==> config.mk <==
export PLATFORM = sky130hd
export DESIGN_NAME = pwm_pair_timer
export DESIGN_NICKNAME = d
export VERILOG_FILES = /design/src/rtl/pwm_pair_timer.sv
export SDC_FILE = /design/constraint.sdc
export NUM_CORES = 1
export LEC_CHECK = 0
export BUFFER_PORTS_ARGS = -buffer_cell sky130_fd_sc_hd__clkbuf_2
export CAP_MARGIN = 20
export CORE_ASPECT_RATIO = 1.5
export CORE_MARGIN = 3
export CORE_UTILIZATION = 58
export DETAILED_ROUTE_END_ITERATION = 16
export PLACE_DENSITY_LB_ADDON = 0.15
export SYNTH_ARGS = -nofsm -noshare
export SYNTH_HDL_FRONTEND = slang
export SYNTH_SLANG_ARGS = --single-unit
export TNS_END_PERCENT = 100
==> constraint.sdc <==
create_clock -name clk -period 6.4 [get_ports clk]
set_input_delay 0.32 -clock clk [delete_from_list [all_inputs] [get_ports clk]]
set_output_delay 0.32 -clock clk [all_outputs]
set_load 0.01 [all_outputs]
==> src/rtl/pwm_pair_timer.sv <==
module pwm_pair_timer #(
  parameter int CW     = 16,
  parameter int DIVW   = 2,
  parameter int ON_PRE = 10,
  parameter int AW     = 3
) (
  input  logic          clk,
  input  logic          rst_n,
  input  logic          slow_tick,
  input  logic          fast_tick,
  input  logic          wr_en,
  input  logic [AW-1:0] wr_addr,
  input  logic [CW-1:0] wr_data,
  input  logic [AW-1:0] rd_addr,
  output logic [CW-1:0] rd_data,
  output logic          pwm_p_o,
  output logic          pwm_n_o,
  output logic          irq_o
);
  localparam int CTW  = 5 + DIVW;
  localparam int PCW  = (1 << DIVW) - 1;
  localparam int PREW = $clog2(ON_PRE);

  logic [CTW-1:0]  ctrl_q;
  logic [CW-1:0]   m_q, n_q, on_rel_q, cnt_q, on_q;
  logic            low_q, tog_q, armed_q, flag_q, irq_q;
  logic [PCW-1:0]  fcnt_q;
  logic [PREW-1:0] pre_q;

  wire            run      = ctrl_q[0];
  wire            frz      = ctrl_q[1];
  wire            src_fast = ctrl_q[2];
  wire [DIVW-1:0] fdiv     = ctrl_q[3 +: DIVW];
  wire            on_div_n = ctrl_q[3 + DIVW];
  wire            clk_mode = ctrl_q[4 + DIVW];

  wire           active   = run & armed_q & ~frz;
  wire [PCW-1:0] fmask    = PCW'((1 << fdiv) - 1);
  wire           fast_hit = fast_tick & ((fcnt_q & fmask) == fmask);
  wire           tick     = active & (src_fast ? fast_hit : slow_tick);
  wire           pre_end  = (pre_q == PREW'(ON_PRE - 1));
  wire           on_tick  = tick & (on_div_n | pre_end);
  wire           fire     = tick & low_q & (cnt_q == '0) & (on_q == '0);
  wire           hi_level = ~low_q & (~clk_mode | tog_q);

  always_ff @(posedge clk or negedge rst_n) begin
    if (!rst_n) begin
      ctrl_q   <= '0;
      m_q      <= '0;
      n_q      <= '0;
      on_rel_q <= '0;
    end else if (wr_en) begin
      case (wr_addr)
        AW'(0): ctrl_q   <= wr_data[CTW-1:0];
        AW'(1): m_q      <= wr_data;
        AW'(2): n_q      <= wr_data;
        AW'(3): on_rel_q <= wr_data;
        default: ;
      endcase
    end
  end

  always_ff @(posedge clk or negedge rst_n) begin
    if (!rst_n) begin
      flag_q <= 1'b0;
      irq_q  <= 1'b0;
    end else begin
      irq_q <= fire;
      if (fire)
        flag_q <= 1'b1;
      else if (wr_en && wr_addr == AW'(4) && wr_data[0])
        flag_q <= 1'b0;
    end
  end

  always_ff @(posedge clk or negedge rst_n) begin
    if (!rst_n) begin
      armed_q <= 1'b0;
      cnt_q   <= '0;
      on_q    <= '0;
      low_q   <= 1'b0;
      tog_q   <= 1'b0;
      fcnt_q  <= '0;
      pre_q   <= '0;
    end else if (!run) begin
      armed_q <= 1'b0;
      cnt_q   <= '0;
      on_q    <= '0;
      low_q   <= 1'b0;
      tog_q   <= 1'b0;
      fcnt_q  <= '0;
      pre_q   <= '0;
    end else if (!armed_q) begin
      armed_q <= 1'b1;
      cnt_q   <= m_q;
      on_q    <= on_rel_q;
      low_q   <= 1'b0;
      tog_q   <= 1'b1;
      fcnt_q  <= '0;
      pre_q   <= '0;
    end else begin
      if (active && fast_tick)
        fcnt_q <= fcnt_q + 1'b1;
      if (tick) begin
        if (cnt_q == '0) begin
          if (low_q) begin
            cnt_q <= m_q;
            low_q <= 1'b0;
            tog_q <= 1'b1;
          end else begin
            cnt_q <= n_q;
            low_q <= 1'b1;
          end
        end else begin
          cnt_q <= cnt_q - 1'b1;
          tog_q <= ~tog_q;
        end
        if (fire) begin
          on_q  <= on_rel_q;
          pre_q <= '0;
        end else begin
          if (on_tick && on_q != '0)
            on_q <= on_q - 1'b1;
          if (!on_div_n)
            pre_q <= pre_end ? '0 : pre_q + 1'b1;
        end
      end
    end
  end

  assign pwm_p_o = run & armed_q & hi_level;
  assign pwm_n_o = run & armed_q & ~hi_level;
  assign irq_o   = irq_q;

  always_comb begin
    case (rd_addr)
      AW'(0):  rd_data = CW'(ctrl_q);
      AW'(1):  rd_data = m_q;
      AW'(2):  rd_data = n_q;
      AW'(3):  rd_data = on_rel_q;
      AW'(4):  rd_data = CW'(flag_q);
      AW'(5):  rd_data = cnt_q;
      AW'(6):  rd_data = on_q;
      default: rd_data = '0;
    endcase
  end
endmodule

==> results of run 1 <==
## cells by family (layout without fill, tap and decap cells)
logic type,after synthesis,after routing,share of synthesized area (%)
adders and majority gates,7,7,1.49
AOI/OAI and AO/OA,158,158,17.8
xor gates and xnor gates,6,6,0.892
and+or+nand+nor,177,177,16.4
DFF,99,99,42.1
buffers and inverters,46,80,3.29
muxes,92,92,18.2
## worst max-delay path, delay by kind of cell (launching register included)
family             cells  cell delay, ns
AOI/OAI and AO/OA      2            0.77
DFF                    1            0.72
muxes                  1            0.30
and+or+nand+nor        3            1.31
## layout make-up
class,instances,area (sq um)
clock buffers,10,229
inverters,9,33.8
repair buffers,55,310
multi-input cells,440,3250
well taps,115,144
flip-flops and latches,99,2480
fillers,800,3310
clock inverters,6,50.0
## synthesized netlist by cell type (2+ instances only)
cell type	number
a31oi_1	8
or4_1	9
dfrtp_1	99
nor3_1	17
mux4_2	6
nand2_1	51
o21ai_1	10
nor2b_1	6
mux2i_1	27
a221oi_1	4
o22ai_1	14
o21ai_0	28
nor4bb_1	2
clkbuf_1	26
nor2_1	31
ha_1	7
nand4_1	5
nand3_1	12
mux2_2	59
buf_2	5
nor4_1	6
a21oi_1	30
and3_1	3
inv_1	8
nand2b_1	4
o221ai_1	10
xnor2_1	4
a22oi_1	17
o31ai_1	2
nor3_2	2
o211a_1	2
o2bb2ai_1	2
xor2_1	2
a21o_1	7
o21a_1	4
buf_1	4
o31a_1	6
nor3b_1	2
or3_1	10
o211ai_1	6
## routing by layer
metal	up-vias	global-route usage (%)	share of wire, %
li1	2283	-	-
met1	2487	40.8	39
met2	266	51.7	49
met3	64	5.34	6.4
met4	0	17.3	5.7
met5	-	0	0
## through the flow
step / setup WS, ns / total power [uW]
finish: 3.16 / 2620
global route: 3.00 / 2780
detailed placement: 3.22 / 2080
CTS: 3.22 / 2600
global placement: 3.36 / 2050
floorplan: 4.09 / 1760
## worst paths after layout
kind	endpoint	slack, ns	cells after the start
setup / recovery	on_q[3]	3.16	6
hold / removal	on_q[12]	-0.02	1
setup reg to reg	on_q[3]	3.16	6
hold reg to reg	pre_q[3]	0.51	1
max in group asynchronous	n_q[15]	5.33	2
min in group clk	on_rel_q[9]	0.23	2
## state kept, by name (all words and copies together), names as in the netlist, 3 cells and up
name,flops
pre_q,4
ctrl_q,7
n_q,16
on_q,16
m_q,16
on_rel_q,16
fcnt_q,3
cnt_q,16
## power groups by stage
stage                     Clock, uW  Sequential (uW)  Combinational, uW
after global routing            552             1050               1180
after global placement            0             1030               1020
final                           524             1030               1070
after floorplan                   0              916                849
after CTS                       525             1020               1060
after detailed placement          0             1030               1050
## placed cells by master, fill, tap and decap left out, types with 10 or more instances in the layout
master	synthesis	final
a22oi_1	17	17
o21ai_1	10	10
o22ai_1	14	14
nand3_1	12	12
mux2i_1	27	27
nand2_1	51	51
a21oi_1	30	30
mux2_2	59	59
nor2_1	31	31
or3_1	10	10
dfrtp_1	99	99
o221ai_1	10	10
nor3_1	17	17
o21ai_0	28	28
clkbuf_2	0	44
buf_4	1	10
==> impl_metrics.ini, run 1 <==
[final_layout]
final_util_pct = 66.3
drive_above_1_share_pct = 24.7
design_area_sq_mm = 0.00649
layout.cells.non_filler = 734
nNetsFinal = 648
area_delta_synth_final_pct = 10.2
diodes = 0

[placement]
io_buffers = 45
gp_congestion = 0.900
place_inst = 718
dp_hpwl_mm = 12.3
postPlaceCellArea_sq_mm = 0.00621

[critical_path]
crit_start = armed_q
worstPathArrival_ns = 3.45
cp.required_ns = 6.61
worstSetupPathType = reg -> reg
critical_path.slowest_cell = dfrtp_1
end_kind = register
worstPathMaxFanout = 20
r2r_start = armed_q
cp_cell_sequence = nand2_2, or3_1, or3_1, o21ai_4, mux2i_1, o22ai_2
cp-start-kind = register
cpPeakStageDelay_ns = 0.72
crit_top_cell = or3_1

[floorplanning]
die_y_um = 129
core-area_sq_mm = 0.00980
io_pins = 46
dieArea_sq_mm = 0.0114
row_count = 44
die_w_um = 88.3
initial_core_util_pct = 60.1

[routing]
dr_total_vias = 5100
drtPass1Iterations = 5
wirelength_mm = 17.3
vias_per_cell = 6.95
drc = 0
avgRoutedWirePerCell_um = 23.5
ant_nets = 0
first_iter_violations = 512

[logic_synthesis]
synthFlopType = dfrtp_1
synth_edf_count = 0
syn_inst = 585
yosys.area.top_type = dfrtp_1
async_reset_ff_share_pct = 100
synth.area.top_cells = dfrtp_1 42%, mux2_2 11%, mux2i_1 4.6%
synth_top_area_share_pct = 42.1
ys_seq_area_share_pct = 42.1
postSynthAreaPerCell_sq_um = 10.1
ys_ff_latch = 99
syn-cell-area_sq_mm = 0.00589
synth_nets = 619
yosysUniqueCellTypes = 68
ys_warn_count = 0

[global_route]
grt_pass1_wl_mm = 27.5
grt.overflow.total = 0
grt_max_degree = 53
grt_pass1_vias = 5130
antenna_found_initial = 0
grt_usage_pct = 32.0

[sta]
finClkSkew_ns = 0.00749
tightest_slew_ns = 1.04
rsz0062_at_grt = no
final_max_slew_viol_count = 0
slew_headroom_pct = 30.8
finalHoldViolations = 22
period_share_pct = 50.6
whs_ns = -0.0240
setup_viol = 0
min_period_ns = 3.24
tns_ns = 0
clock.fmax_ghz = 0.309

[clock_network]
clock-sinks = 99
h-tree-depth = 3
clkTransAtPathRegs_ns = 0.07
cts-buffers-inserted = 9
cts-root-buf = clkbuf_16
cts_resized = 0
cts_tree = built
hold_buffers = 0
cts_setup_buffers = 0
clockBufferDepth = 2
clkLatencyLatePin_ns = 0.35

[power_and_ir_drop]
power_frac_seq_pct = 39.3
power_switching_uw = 1120
p_int_uw = 1500
leakagePower_uw = 0.00280
comb_power_share_pct = 40.7
powerDensity_mw_per_mm2 = 403
peakVddDrop_mv = 0.209
p_clk_share_pct = 20.0
switching_share_pct = 42.7

[outcome]
status = complete, but fails checks
violations = hold timing

[min_path]
min_path_type = in -> async

[run]
drv_cap = 0
Power figures use the tool's default switching activity.
==> run 2: changes to the inputs <==
Settings changed: CORE_UTILIZATION 58 to 55.
Clock period 6.4 ns to 2.94 ns, I/O delays scaled along.
==> run 2 against run 1 <==
Compared with the run above:
- fmax grew 23%
- clock-buffer cell count did not move
- first-iteration DRC count is 12% lower
- non-clock buffer count rose by 17
- the run now ends clean
- via count up 0.53%
- clock power up 120%
- sequential share of layout area is 0.94 points lower
- sequential cell count unchanged
- hold slack better by 0.076 ns
- final area is 2.5% higher
- core utilization decreased by 1.7 points
==> impl_metrics.ini, run 2 (synthesized netlist as in run 1, its figures left out) <==
[outcome]
status = complete, no violations

[floorplanning]
io_pins = 46
dieArea_sq_mm = 0.0120
initial_core_util_pct = 57.2
row_count = 45
core-area_sq_mm = 0.0103
die_y_um = 133
die_w_um = 90.5

[routing]
wl_met2_mm = 9.02
vias_per_cell = 6.60
wl_met3_mm = 1.09
top_layer = met4
first_iter_violations = 452
ant_nets = 0
wirelength_mm = 17.9
drt-met1-wl_mm = 6.79
drc = 0
dr_total_vias = 5127
avgRoutedWirePerCell_um = 23.1
drtPass1Iterations = 6

[clock_network]
cts_tree = built
cts-buffers-inserted = 9
cts-root-buf = clkbuf_16
clkLatencyLatePin_ns = 0.35
h-tree-depth = 3
clkTransAtPathRegs_ns = 0.07
cts_setup_buffers = 0
clock-sinks = 99
clockBufferDepth = 2

[power_and_ir_drop]
leakagePower_uw = 0.00287
peakVddDrop_mv = 0.500
powerDensity_mw_per_mm2 = 870

[sta]
setup_viol = 0
clock.fmax_ghz = 0.379
min_period_ns = 2.64
tns_ns = 0
setup_ws_ns = 0.300
final_max_slew_viol_count = 0
finClkSkew_ns = 0.00887
finalHoldViolations = 0
slew_headroom_pct = 40.7
period_share_pct = 89.8
whs_ns = 0.0518
rsz0062_at_grt = no
tightest_slew_ns = 0.889

[min_path]
min_path_type = in -> reg
min_from = wr_data[9]
holdPathStages = 2
holdPathEnd = n_q[9]

[critical_path]
r2r_start = cnt_q[0]
cp-start-kind = register
ff2ff_setup_slack_ns = 0.30
worstSetupPathType = reg -> reg
worstPathMaxFanout = 7
end_kind = register
critical_path.slowest_cell = or4b_1
reg2regPathDepth = 8
r2r-end = cnt_q[2]
cpPeakStageDelay_ns = 0.47
cp_cell_sequence = inv_1, ha_1, or4b_1, and4b_1, nand3_1, o221ai_1, o22ai_1, a21o_1
worstPathArrival_ns = 2.88
cp.required_ns = 3.18

[final_layout]
final_util_pct = 64.6
area_delta_synth_final_pct = 13.0
final_common_cell = dfrtp_1
most-common-layout-cells = 99 x dfrtp_1, 59 x mux2_2, 51 x nand2_1, 44 x clkbuf_2, 31 x nor2_1
nFillCells = 866
diodes = 0
nNetsFinal = 665
design_area_sq_mm = 0.00666
drive_above_1_share_pct = 26.6

[run]
drv_cap = 0

[global_route]
grt.overflow.total = 0
grt_pass1_vias = 5088
antenna_found_initial = 0
grt_max_degree = 51
grt_pass1_wl_mm = 28.1
grt_usage_pct = 30.4

[placement]
postPlaceCellArea_sq_mm = 0.00637
io_buffers = 45
dp_hpwl_mm = 12.9
gp_congestion = 0.960
dp_slack_ns = 0.366
[run 2: worst max-delay path, delay by kind of cell, from the launching register on]
| family | cells | cell delay (ns) |
|---|---|---|
| fa+ha+maj | 1 | 0.15 |
| flops | 1 | 0.45 |
| simple gates | 3 | 1.12 |
| compound gates | 3 | 0.69 |
| buf+inv | 1 | 0.11 |
[run 2: timing repair]
| item | CTS | global route |
|---|---|---|
| hold endpoints to repair | 48 | 0 |
| gates resized for setup | 0 | 0 |
| hold buffers | 1 | 0 |
[run 2: layout make-up]
| class | count | area (sq um) | share of cell area (%) |
|---|---|---|---|
| Multi-Input combinational cell | 440 | 3250 | 48.8 |
| Sequential cell | 99 | 2480 | 37.2 |
| Timing Repair Buffer | 72 | 445 | 6.69 |
| Clock buffer | 10 | 229 | 3.44 |
| Tap cell | 141 | 176 | 2.65 |
| Clock inverter | 6 | 46.3 | 0.695 |
| Inverter | 9 | 33.8 | 0.507 |
[run 2: report_power, final]
group	switching, uW	total [uW]	internal [uW]
Clock	545	1130	582
Sequential	542	2240	1700
Combinational	1370	2420	1050
[run 2: routing by layer]
layer / vias to the layer above / global-route usage, %
li1: 2309 / -
met2: 244 / 51.5
met5: - / 0
met3: 55 / 4.38
met4: 0 / 16.5
met1: 2519 / 37.1
[run 2: how the worst max path moves through the flow]
stage / start / endpoint / slack [ns] / cells past startpoint
floorplan: cnt_q[0] / on_q[3] / 0.63 / 9
global placement: cnt_q[0] / cnt_q[2] / 0.45 / 8
detailed placement: cnt_q[0] / cnt_q[2] / 0.37 / 8
CTS: cnt_q[0] / cnt_q[2] / 0.34 / 8
global route: cnt_q[0] / cnt_q[2] / 0.22 / 8
finish: cnt_q[0] / cnt_q[2] / 0.30 / 8
[run 2: metrics by stage]
step / power, uW / instances
after floorplan: 3840 / 585
after global placement: 4590 / 760
after detailed placement: 4640 / 760
after CTS: 5770 / 777
after global routing: 6140 / 777
final: 5790 / 777
